File: src/rtl/wdt_pkg.sv
package wdt_pkg;

    typedef enum logic [1:0] {
        ST_STOPPED = 2'd0,
        ST_ARMED   = 2'd1,
        ST_WARNED  = 2'd2,
        ST_FIRE    = 2'd3
    } wdt_state_t;

    localparam int PRE_W = 8;

    // Control register field positions
    localparam int CTL_START   = 0;
    localparam int CTL_REFRESH = 1;
    localparam int CTL_STATUS  = 2;
    localparam int CTL_DELAY   = 4;
    localparam int CTL_PRE_LO  = 5;
    localparam int CTL_PRE_HI  = 6;

    // Last prescaler count value before a counter step, per ratio select
    function automatic logic [PRE_W-1:0] pre_terminal(input logic [1:0] sel);
        logic [PRE_W-1:0] t;
        unique case (sel)
            2'b00: t = PRE_W'(255);
            2'b01: t = PRE_W'(63);
            2'b10: t = PRE_W'(7);
            2'b11: t = PRE_W'(0);
        endcase
        return t;
    endfunction

endpackage

File: src/rtl/wdt_prescaler.sv
module wdt_prescaler
    import wdt_pkg::*;
(
    input  logic       clk,
    input  logic       arst_n,
    input  logic       tick,
    input  logic       run,
    input  logic       clear,
    input  logic [1:0] sel,
    output logic       step
);

    logic [PRE_W-1:0] pre_q;
    logic             at_end;

    assign at_end = (pre_q >= pre_terminal(sel));
    assign step   = tick && run && !clear && at_end;

    always_ff @(posedge clk or negedge arst_n) begin
        if (!arst_n) begin
            pre_q <= '0;
        end else if (clear) begin
            pre_q <= '0;
        end else if (tick && run) begin
            pre_q <= at_end ? '0 : pre_q + 1'b1;
        end
    end

endmodule

File: src/rtl/wdt_counter.sv
module wdt_counter #(
    parameter int DATA_W = 8
) (
    input  logic                clk,
    input  logic                arst_n,
    input  logic                load,
    input  logic [DATA_W-1:0]   reload,
    input  logic                step,
    output logic [2*DATA_W-1:0] cnt,
    output logic                wrap
);

    localparam int CNT_W = 2 * DATA_W;

    logic [CNT_W-1:0] cnt_q;

    assign cnt  = cnt_q;
    assign wrap = step && !load && (cnt_q == {CNT_W{1'b1}});

    always_ff @(posedge clk or negedge arst_n) begin
        if (!arst_n) begin
            cnt_q <= '0;
        end else if (load) begin
            cnt_q <= {reload, {DATA_W{1'b0}}};
        end else if (step) begin
            cnt_q <= cnt_q + 1'b1;
        end
    end

endmodule

File: src/rtl/wdt_fsm.sv
module wdt_fsm
    import wdt_pkg::*;
(
    input  logic       clk,
    input  logic       arst_n,
    input  logic       start,
    input  logic       delay_en,
    input  logic       wrap,
    input  logic       refresh_apply,
    output logic       rst_pulse,
    output wdt_state_t state
);

    wdt_state_t state_q;
    wdt_state_t state_d;

    assign state = state_q;

    // State register
    always_ff @(posedge clk or negedge arst_n) begin
        if (!arst_n) begin
            state_q <= ST_STOPPED;
        end else begin
            state_q <= state_d;
        end
    end

    // Next-state logic
    always_comb begin
        state_d = state_q;
        unique case (state_q)
            ST_STOPPED: begin
                if (start) state_d = ST_ARMED;
            end
            ST_ARMED: begin
                if (wrap)       state_d = delay_en ? ST_WARNED : ST_FIRE;
                else if (!start) state_d = ST_STOPPED;
            end
            ST_WARNED: begin
                if (refresh_apply) state_d = start ? ST_ARMED : ST_STOPPED;
                else if (wrap)     state_d = ST_FIRE;
            end
            ST_FIRE: begin
                state_d = start ? ST_ARMED : ST_STOPPED;
            end
        endcase
    end

    // Outputs
    always_comb begin
        rst_pulse = 1'b0;
        unique case (state_q)
            ST_FIRE:  rst_pulse = 1'b1;
            default:  rst_pulse = 1'b0;
        endcase
    end

endmodule

File: src/rtl/slowtick_watchdog.sv
module slowtick_watchdog
    import wdt_pkg::*;
#(
    parameter int DATA_W = 8
) (
    input  logic              clk,
    input  logic              por_n,
    input  logic              rst_n,
    input  logic              tick,
    input  logic              wr_en,
    input  logic [1:0]        addr,
    input  logic [DATA_W-1:0] wdata,
    output logic [DATA_W-1:0] rdata,
    output logic              irq,
    output logic              rst_pulse
);

    localparam int CNT_W = 2 * DATA_W;

    logic              sys_n;
    logic              start_q;
    logic              refresh_q;
    logic              delay_q;
    logic [1:0]        pre_sel_q;
    logic [DATA_W-1:0] reload_q;
    logic              status_q;
    logic              refresh_apply;
    logic              ctl_wr;
    logic              rld_wr;
    logic              step;
    logic              wrap;
    logic [CNT_W-1:0]  cnt;
    logic [DATA_W-1:0] ctl_view;
    wdt_state_t        fsm_state;

    assign sys_n         = por_n & rst_n;
    assign refresh_apply = refresh_q && tick;
    assign ctl_wr        = wr_en && (addr == 2'd0);
    assign rld_wr        = wr_en && (addr == 2'd1);

    // Control and reload registers, cleared by either reset
    always_ff @(posedge clk or negedge sys_n) begin
        if (!sys_n) begin
            start_q   <= 1'b0;
            refresh_q <= 1'b0;
            delay_q   <= 1'b0;
            pre_sel_q <= 2'b00;
            reload_q  <= '0;
        end else begin
            if (refresh_apply) refresh_q <= 1'b0;
            if (ctl_wr) begin
                start_q   <= wdata[CTL_START];
                delay_q   <= wdata[CTL_DELAY];
                pre_sel_q <= wdata[CTL_PRE_HI:CTL_PRE_LO];
                if (wdata[CTL_REFRESH]) refresh_q <= 1'b1;
            end
            if (rld_wr) reload_q <= wdata;
        end
    end

    // Timeout status: only power-on reset or a refresh clears it
    always_ff @(posedge clk or negedge por_n) begin
        if (!por_n) begin
            status_q <= 1'b0;
        end else if (refresh_apply) begin
            status_q <= 1'b0;
        end else if (wrap) begin
            status_q <= 1'b1;
        end
    end

    wdt_prescaler u_pre (
        .clk    (clk),
        .arst_n (sys_n),
        .tick   (tick),
        .run    (start_q),
        .clear  (refresh_apply),
        .sel    (pre_sel_q),
        .step   (step)
    );

    wdt_counter #(.DATA_W(DATA_W)) u_cnt (
        .clk    (clk),
        .arst_n (sys_n),
        .load   (refresh_apply),
        .reload (reload_q),
        .step   (step),
        .cnt    (cnt),
        .wrap   (wrap)
    );

    wdt_fsm u_fsm (
        .clk           (clk),
        .arst_n        (sys_n),
        .start         (start_q),
        .delay_en      (delay_q),
        .wrap          (wrap),
        .refresh_apply (refresh_apply),
        .rst_pulse     (rst_pulse),
        .state         (fsm_state)
    );

    assign irq = status_q && delay_q;

    always_comb begin
        ctl_view                         = '0;
        ctl_view[CTL_START]              = start_q;
        ctl_view[CTL_REFRESH]            = refresh_q;
        ctl_view[CTL_STATUS]             = status_q;
        ctl_view[CTL_DELAY]              = delay_q;
        ctl_view[CTL_PRE_HI:CTL_PRE_LO]  = pre_sel_q;
    end

    always_comb begin
        unique case (addr)
            2'd0: rdata = ctl_view;
            2'd1: rdata = reload_q;
            2'd2: rdata = cnt[CNT_W-1:DATA_W];
            2'd3: rdata = cnt[DATA_W-1:0];
        endcase
    end

endmodule

File: config.mk
export PLATFORM = sky130hd
export DESIGN_NAME = slowtick_watchdog
export DESIGN_NICKNAME = d
export VERILOG_FILES = /design/src/rtl/wdt_pkg.sv /design/src/rtl/wdt_prescaler.sv /design/src/rtl/wdt_counter.sv /design/src/rtl/wdt_fsm.sv /design/src/rtl/slowtick_watchdog.sv
export SDC_FILE = /design/constraint.sdc
export NUM_CORES = 1
export LEC_CHECK = 0
export BUFFER_PORTS_ARGS = -buffer_cell sky130_fd_sc_hd__buf_2
export CAP_MARGIN = 0
export CORE_MARGIN = 5
export CORE_UTILIZATION = 40
export CTS_CLUSTER_DIAMETER = 100
export DETAILED_ROUTE_END_ITERATION = 6
export PLACE_DENSITY = 0.65
export SYNTH_ARGS = -nofsm -noshare
export SYNTH_HDL_FRONTEND = slang
export SYNTH_HIERARCHICAL = 1
export SYNTH_SLANG_ARGS = --single-unit
File: constraint.sdc
create_clock -name clk -period 3.45 [get_ports clk]
set_input_delay 0.1725 -clock clk [delete_from_list [all_inputs] [get_ports clk]]
set_output_delay 0.1725 -clock clk [all_outputs]
set_load 0.02 [all_outputs]
-- Yosys cells after proc, flatten, opt, wreduce, memory -nomap -nowiden
Index checks and enable logic that the tools add are counted.
- register bits: 40
- output and inout port bits: 10
- $add $sub $neg: 2
- $lt $le $gt $ge: 1
- eq/ne operators: 13
- multiplexer cells: 21
- bitwise logic cells: 1
- reductions and logical operators: 17
- operators by type and width (kind ; number):
    8-bit case mux with 4 select lines ; 2
    16-bit 2-to-1 mux ; 2
    8-bit 2-to-1 mux ; 3
    16-bit by 1-bit adder with 16-bit output (second input constant) ; 1
    16-bit equality test (second input constant) ; 1
    2-bit equality test (second input constant) ; 6
    2-bit 2-to-1 mux ; 5
    1-bit logical AND ; 9
    8-bit by 1-bit adder with 8-bit output (second input constant) ; 1
    8-bit greater-or-equal comparator ; 1
    1-bit 2-to-1 mux ; 8
    2-bit case mux with 4 select lines ; 1
    2-bit by 1-bit equality test with 1-bit output (second input constant) ; 3
    2-bit logical NOT ; 3
    3-bit != test (second input constant) ; 2
    2-bit nonzero test ; 3
    3-bit AND reduction ; 1
    2-bit != test (second input constant) ; 1
    1-bit bitwise AND ; 1
    1-bit logical NOT ; 1

-- Longest topological paths before layout
Gate-level depths: netlist of the first run.
- word-level depth: 9
- mapped depth: 13
- gate-level depth less buffers: 12

-- Modules after synthesis
Netlist of the first run, hierarchy kept.
- modules (own cells, without submodules) (module ; times used ; cells each ; area an instance (µm²) ; sequential area each (µm²)):
    wdt_counter ; 1 ; 89 ; 897.1 ; 400.4
    slowtick_watchdog ; 1 ; 48 ; 792.0 ; 350.3
    wdt_prescaler ; 1 ; 60 ; 586.8 ; 200.2
    wdt_fsm ; 1 ; 13 ; 112.6 ; 50.0

-- Worst setup path before layout of the first run
No wires, ideal clock.
- path type: register to register
- from: register pre_sel_q[1]
- to: register u_fsm.state_q[0], in the netlist u_fsm/state[0]
- library setup time: 0.124 ns
- arrival time: 2.722 ns
- required time: 3.326 ns
- slack: 0.604 ns
- stages on the path, launching flop included: 14
- path buffers: 1
- path through: dfrtp_1 > or2_2 > ha_1 > nand2_1 > a211oi_1 > a21oi_1 > nor3_1 > buf_6 > nand4_2 > nor4_1 > and2_1 > nand3_1 > a21oi_1 > nor3_1
- cells in the longest elaborated chain, start to end: 8
- elaborated cells between the ends (all ways): 14
- RTL lines (element ; RTL line ; source):
    from (decl) ; slowtick_watchdog.sv:24 ; logic [1:0] pre_sel_q;
    from (signal assigned) ; slowtick_watchdog.sv:54 ; pre_sel_q <= wdata[CTL_PRE_HI:CTL_PRE_LO];
    2-bit equality test, or another cell as far along ; wdt_pkg.sv:23 ; unique case (sel)
    8-bit case mux with 4 select lines (*) ; wdt_pkg.sv:23 ;
    8-bit greater-or-equal comparator (*) ; wdt_prescaler.sv:16 ; assign at_end = (pre_q >= pre_terminal(sel));
    1-bit logical AND (*) ; wdt_prescaler.sv:17 ; assign step = tick && run && !clear && at_end;
    via step ; slowtick_watchdog.sv:30 ; logic step;
    1-bit logical AND (*) (2 in a row) ; wdt_counter.sv:18 ; assign wrap = step && !load && (cnt_q == {CNT_W{1'b1}});
    via wrap ; slowtick_watchdog.sv:31 ; logic wrap;
    2-bit 2-to-1 mux or 3-bit != test (tied branches) ; -- ;
    2-bit case mux with 4 select lines or 3-bit AND reduction (tied branches) ; -- ;
    to (signal assigned) ; wdt_fsm.sv:24 ; state_q <= state_d;
    to (decl) ; wdt_fsm.sv:14 ; wdt_state_t state_q;
The timed path passes the listed nets; every way through them passes the cells marked *.
A chain may end at the register's enable or synchronous reset.

-- Final worst setup path of the first run
Ends and elaborated chain as after synthesis.

==> results.py, run 1 <==
metrics = {
    "outcome": {
        "status": "complete, no violations",
    },
    "global_routing": {
        "antenna_found_initial": 0,
        "grt_pass1_wl_mm": 8.62,
        "overflow": 0,
        "grt_max_degree": 40,
        "grt_pass1_vias": 1655,
        "grt_usage": 0.146,
    },
    "worst_setup_path": {
        "crit_family": "simple AND/OR/NAND/NOR gates",
        "required_ns": 3.62,
        "r2r-start": "pre_sel_q[1]",
        "path_cells": "or2_2, ha_1, nand2_1, a211oi_2, a21oi_1, nor3_1, buf_4, nand4_2, nor4_1, and2_1, nand3_1, a21oi_1, nor3_1",
        "startpoint": "pre_sel_q[1]",
        "arrival_ns": 3.19,
        "crit_end": "u_fsm/state[0]",
        "slowest_delay_ns": 0.43,
        "regToRegSetupSlack_ns": 0.43,
        "r2r_cells": 13,
        "worstSetupPathType": "flop to flop",
        "path_buf_inv": 1,
        "crit_path_start_kind": "flop",
        "regToRegEndpoint": "u_fsm/state[0]",
        "worst-path-max-fanout": 8,
        "crit_cells": 13,
        "slowest_stage": "dfrtp_1",
        "critPathCaptureType": "flop",
    },
    "placement": {
        "portBuffers": 24,
        "gp_congestion": 0.836,
        "pre_cts_slack_ns": 0.314,
        "dp_hpwl_mm": 3.66,
    },
    "timing": {
        "holdWs_ns": 0.113,
        "slew_violations": 0,
        "final-hold-violation-count": 0,
        "setup-tns-final_ns": 0,
        "setup_slack_ns": 0.433,
        "timing.final.crit_share": 0.875,
        "tightest_slew_ns": 0.923,
        "skew_ns": 0.00718,
        "fmaxAchievable_mhz": 331,
        "min_period_ns": 3.02,
        "max_slew_margin": 0.385,
        "rsz0062_at_grt": "no",
        "setup_viol": 0,
    },
    "floorplan": {
        "dieArea_sq_um": 7620,
        "start_util": 0.408,
        "die_h_microns": 87.3,
        "rows": 28,
        "core_sq_um": 5850,
        "io_pins": 25,
        "die_w_microns": 87.3,
    },
    "drt": {
        "drt_iter0_drc": 135,
        "ant_nets": 0,
        "vias_per_cell": 5.53,
        "drt_first_pass_iters": 4,
        "vias": 1724,
        "routedWlPerCell_microns": 16.5,
        "drc": 0,
        "routed_wl_mm": 5.14,
    },
    "synthesis": {
        "synth_top_family_by_area": "simple AND/OR/NAND/NOR gates",
        "syn_nets": 230,
        "syn_area_per_cell_sq_um": 11.4,
        "ys_warn_count": 6,
        "synthAdderAreaFrac": 0.0262,
        "synth.ff_latch_count": 40,
        "yosysSeqAreaShare": 0.419,
        "synth_compound_area_frac": 0.107,
        "synth_area_leader_cell": "dfrtp_1",
        "yosysUniqueCellTypes": 51,
        "synthXorXnorAreaFrac": 0.0477,
        "syn_area_sq_um": 2390,
        "synth_mux_area_frac": 0.165,
        "postSynthCellCount": 210,
        "synth_top_area_frac": 0.419,
        "yosys.area_share.simple": 0.201,
        "synth_area_leaders": "dfrtp_1 (42%), mux2_2 (8.0%), mux4_1 (6.6%)",
    },
    "min_path": {
        "min_path_type": "input port to flop",
    },
    "final_layout": {
        "synthToLayoutAreaGrowth_pct": 10.9,
        "multi_input_area_sq_um": 1310,
        "final_common_cell": "dfrtp_1",
        "layout.nets": 256,
        "area.sequential_sq_um": 1000,
        "fill_cells": 562,
        "n_antenna_cell": 0,
        "final_cell_mix": "dfrtp_1 (40), buf_2 (24), nand2_1 (19)",
        "drive_above_1_share": 0.287,
    },
    "pwr": {
        "p_leak_uw": 0.00121,
        "power_per_cell_area_nw_per_um2": 500,
        "ir_worst_vdd_v": 0.000361,
    },
    "clock_tree": {
        "clk_latency_ns": 0.29,
        "numClockSinks": 40,
        "htreeDepth": 2,
        "cts_made_buffers": 5,
        "clkTransAtPathRegs_ns": 0.08,
        "post_cts_buffers": 0,
        "cts_tree": "yes",
        "cts-root-buf": "clkbuf_8",
        "clockBufferDepth": 2,
    },
    "run": {
        "max_cap_viol_count": 0,
    },
}
-- flip-flops by register name, summed over array words and instances (netlist names) --
register     flops
delay_q          1
pre_sel_q        2
refresh_q        1
reload_q         8
start_q          1
status_q         1
u_cnt/cnt       16
u_fsm/state      2
u_pre/pre_q      8
-- power by group --
part	switching [uW]	internal, uW
sequential	116	554
combinational	161	176
clock	154	163
total	431	893
-- cell usage after synthesis (all sizes together) --
| cell | n |
|---|---|
| and2b | 1 |
| clkbuf | 1 |
| or3 | 2 |
| nor4b | 1 |
| or3b | 1 |
| ha | 5 |
| dfrtp | 40 |
| a22o | 6 |
| a211o | 1 |
| xor2 | 7 |
| nand4 | 6 |
| o21ai | 9 |
| dlymetal6s2s | 1 |
| buf | 6 |
| nand2 | 19 |
| a2111oi | 1 |
| xnor2 | 6 |
| and4 | 1 |
| inv | 2 |
| a211oi | 1 |
| nor3b | 2 |
| a41oi | 1 |
| nand3 | 9 |
| a21oi | 9 |
| mux4 | 6 |
| and3 | 3 |
| nor3 | 7 |
| nor2 | 13 |
| a21o | 2 |
| nand3b | 1 |
| a221o | 1 |
| a31oi | 1 |
| mux2i | 3 |
| mux2 | 18 |
| a22oi | 1 |
| nand2b | 1 |
| and2 | 6 |
| or2 | 2 |
| o41ai | 1 |
| nor4 | 6 |
-- metrics by stage --
stage / util / cells / area, sq um / total power (uW)
after CTS: 0.452 / 312 / 2650 / 1340
after detailed placement: 0.435 / 303 / 2540 / 1010
after global routing: 0.453 / 312 / 2650 / 1410
final: 0.453 / 312 / 2650 / 1320
after global placement: 0.435 / 303 / 2540 / 1000
after floorplan: - / 210 / 2390 / 917
-- worst register-to-register path, cell delays in order (launching register included) --
cell	delay [ns]
dfrtp_1	0.43
or2_2	0.33
ha_1	0.29
nand2_1	0.06
a211oi_2	0.30
a21oi_1	0.11
nor3_1	0.16
buf_4	0.20
nand4_2	0.18
nor4_1	0.31
and2_1	0.24
nand3_1	0.09
a21oi_1	0.15
nor3_1	0.06
-- routing by layer --
metal | track usage | part of all wire | up-vias
li1 | - | - | 837
met1 | 0.200 | 0.47 | 836
met2 | 0.219 | 0.46 | 45
met3 | 0.0482 | 0.056 | 6
met4 | 0.0460 | 0.012 | 0
met5 | 0 | 0 | -
-- cell families (layout without fill, tap and decap cells) --
logic type / Yosys count / after routing
AO/OA/AOI/OAI: 34 / 34
XOR/XNOR: 13 / 13
adder cells (fa/ha/maj): 5 / 5
buffers and inverters: 10 / 37
flip-flops: 40 / 40
multiplexers: 27 / 27
AND/OR/NAND/NOR: 81 / 81
-- worst min path at each step --
stage	startpoint	to	slack, ns	cells after the start
after detailed placement	por_n	status_q	-0.04	1
after floorplan	por_n	status_q	-0.12	0
after global placement	por_n	status_q	-0.05	1
after global routing	wdata[7]	reload_q[7]	0.10	2
final	wdata[2]	reload_q[2]	0.11	2
after CTS	wdata[7]	reload_q[7]	0.11	2
-- layout make-up --
class                           count  share of cell area
Inverter                            2             0.00283
Timing Repair Buffer               27              0.0548
Multi-Input combinational cell    160               0.495
Clock buffer                        8              0.0340
Tap cell                           75              0.0354
Sequential cell                    40               0.378
-- repair_timing --
action | 4_1_cts | 5_1_grt
hold endpoints to repair | 1 | 0
hold buffers | 1 | 0
setup endpoints to repair | 0 | 1
resized for setup | 0 | 1
Power figures use the tool's default switching activity.
==> inputs of run 2 (changes only) <==
--- a/config.mk
+++ b/config.mk
@@ -5,6 +5,7 @@
 export SDC_FILE = /design/constraint.sdc
 export NUM_CORES = 1
 export LEC_CHECK = 0
+export ABC_AREA = 1
 export BUFFER_PORTS_ARGS = -buffer_cell sky130_fd_sc_hd__buf_2
 export CAP_MARGIN = 0
 export CORE_MARGIN = 5
@@ -12,6 +13,7 @@
 export CTS_CLUSTER_DIAMETER = 100
 export DETAILED_ROUTE_END_ITERATION = 6
 export PLACE_DENSITY = 0.65
+export REMOVE_ABC_BUFFERS = 1
 export SYNTH_ARGS = -nofsm -noshare
 export SYNTH_HDL_FRONTEND = slang
 export SYNTH_HIERARCHICAL = 1
==> results.py, run 2 <==
metrics = {
    "timing": {
        "setup_viol": 0,
        "timing.final.crit_share": 0.858,
        "skew_ns": 0.00842,
        "setup-tns-final_ns": 0,
        "rsz0062_at_grt": "no",
        "final-hold-violation-count": 0,
        "min_period_ns": 2.96,
        "tightest_slew_ns": 0.511,
        "fmaxAchievable_mhz": 338,
        "slew_violations": 0,
        "max_slew_margin": 0.659,
    },
    "pwr": {
        "pwr-share-clk": 0.309,
        "ir_worst_vdd_v": 0.000364,
        "p_int_uw": 914,
        "p_leak_uw": 0.00154,
        "seqPwrFrac": 0.466,
        "power_per_cell_area_nw_per_um2": 463,
        "p_sw_frac": 0.336,
        "combPwrFrac": 0.225,
        "p_sw_uw": 462,
    },
    "global_routing": {
        "grt_pass1_vias": 2470,
        "grt_usage": 0.166,
        "overflow": 0,
        "antenna_found_initial": 0,
        "grt_pass1_wl_mm": 11.4,
        "grt_max_degree": 40,
    },
    "worst_setup_path": {
        "r2r_cells": 18,
        "crit_path_start_kind": "flop",
        "required_ns": 3.68,
        "critPathCaptureType": "flop",
        "arrival_ns": 3.20,
        "worst-path-max-fanout": 9,
        "worstSetupPathType": "flop to flop",
    },
    "outcome": {
        "status": "complete, no violations",
    },
    "synthesis": {
        "synth_top_family_by_area": "simple AND/OR/NAND/NOR gates",
        "synth_area_leaders": "dfrtp_1 (38%), nand2_1 (19%), nand3_1 (9.7%)",
        "synthXorXnorAreaFrac": 0.00334,
        "postSynthCellCount": 386,
        "synth.ff_latch_count": 40,
        "synth_edf_count": 0,
        "ys.flop_type": "dfrtp_1",
        "yosysSeqAreaShare": 0.382,
        "yosys.area_share.simple": 0.441,
        "syn_area_sq_um": 2620,
        "synth_most_common_cell": "nand2_1",
        "syn_area_per_cell_sq_um": 6.78,
        "synthAdderAreaFrac": 0.0239,
        "yosysUniqueCellTypes": 33,
        "synthArstFlopShare": 1.00,
        "synth_top_area_frac": 0.382,
        "synth_common_cells": "nand2_1 (136), nand3_1 (51), dfrtp_1 (40), nor2_1 (40), inv_1 (35)",
        "synth_area_leader_cell": "dfrtp_1",
        "synth_compound_area_frac": 0.0774,
        "synth_mux_area_frac": 0,
        "ys_warn_count": 6,
    },
    "floorplan": {
        "io_pins": 25,
        "core_sq_um": 6350,
        "die_h_microns": 90.9,
        "die_w_microns": 90.9,
        "dieArea_sq_um": 8260,
        "start_util": 0.412,
        "rows": 29,
    },
    "placement": {
        "placed_area_sq_um": 2830,
        "dp_hpwl_mm": 4.96,
        "portBuffers": 24,
        "gp_congestion": 0.887,
    },
    "final_layout": {
        "synthToLayoutAreaGrowth_pct": 13.4,
        "largest_register_ffs": 16,
        "drive_above_1_share": 0.146,
        "n_antenna_cell": 0,
        "final_cell_mix": "nand2_1 (136), nand3_1 (51), nor2_1 (40), dfrtp_1 (40), inv_1 (35)",
        "final_common_cell": "nand2_1",
        "layout.nets": 436,
        "stdcell_area_sq_um": 2970,
    },
    "drt": {
        "ant_nets": 0,
        "vias_per_cell": 5.20,
        "vias": 2570,
        "routed_wl_mm": 6.66,
        "routedWlPerCell_microns": 13.5,
        "drc": 0,
        "drt_iter0_drc": 209,
        "drt_first_pass_iters": 5,
    },
    "run": {
        "max_cap_viol_count": 0,
    },
    "clock_tree": {
        "numClockSinks": 40,
        "htreeDepth": 2,
        "cts_tree": "yes",
        "clkTransAtPathRegs_ns": 0.08,
        "cts-root-buf": "clkbuf_8",
        "post_cts_buffers": 0,
        "cts_made_buffers": 5,
        "clk_latency_ns": 0.30,
        "clockBufferDepth": 2,
    },
    "min_path": {
        "min_path_type": "input port to asynchronous set/reset pin",
    },
}
[run 2: cells by family after synthesis]
group | Yosys count
AOI/OAI and AO/OA | 34
adders and majority gates | 5
xor gates and xnor gates | 1
buffers and inverters | 47
DFF | 40
and+or+nand+nor | 259
[run 2: final cells by class]
type / instances / area [sq um]
clock inverters: 1 / 30.0
fillers: 639 / 3380
inverters: 40 / 151
clock buffers: 7 / 96.3
multi-input cells: 299 / 1430
well taps: 77 / 96.3
repair buffers: 30 / 168
flip-flops and latches: 40 / 1000
[run 2: final timing paths]
kind	startpoint	endpoint	slack, ns
max	pre_sel_q[1]	u_fsm/state[0]	0.49
min	rst_n	u_pre/pre_q[5]	0.01
max reg2reg	pre_sel_q[1]	u_fsm/state[0]	0.49
min reg2reg	reload_q[7]	reload_q[7]	0.52
max in group asynchronous	por_n	u_cnt/cnt[8]	2.50
min in group clk	wdata[2]	reload_q[2]	0.07
[run 2: power by group through the flow]
stage	Combinational, uW	Clock, uW	Sequential [uW]
floorplan	234	0	620
global placement	301	0	649
detailed placement	309	0	649
CTS	311	435	640
global route	357	457	656
finish	309	425	642
[run 2: per-stage QoR]
| stage | hold slack, ns | utilization | cells | setup slack (ns) | power, uW |
|---|---|---|---|---|---|
| floorplan | -0.123 | - | 379 | 0.627 | 854 |
| global placement | -0.0421 | 0.446 | 485 | 0.694 | 950 |
| detailed placement | -0.0353 | 0.446 | 485 | 0.552 | 958 |
| CTS | 0.0261 | 0.468 | 494 | 0.521 | 1390 |
| global route | 0.0751 | 0.468 | 494 | 0.223 | 1470 |
| finish | 0.0119 | 0.468 | 494 | 0.490 | 1380 |
[run 2: worst max-delay path: stages, from the launching register on]
cell,delay (ns)
dfrtp_1,0.45
or2_1,0.28
ha_1,0.30
nand2_1,0.09
nor3_2,0.23
nor3_4,0.10
a21oi_1,0.15
buf_4,0.15
nand2_1,0.11
nor2_1,0.14
nand2_1,0.06
nor4_1,0.28
buf_4,0.19
inv_1,0.05
nor2_1,0.08
nand2_1,0.06
nand3_1,0.07
nand2_1,0.06
nand2_1,0.05
[run 2: timing repair]
item,in CTS,in global routing
hold buffers,1,0
setup endpoints to repair,0,0
hold endpoints to repair,1,0
resized for setup,0,0
[run 2: metal layers]
metal	up-vias	track usage	part of all wire
met4	0	0.0379	0.0054
met5	-	0	0
li1	1306	-	-
met2	82	0.264	0.47
met3	4	0.0342	0.065
met1	1178	0.232	0.46
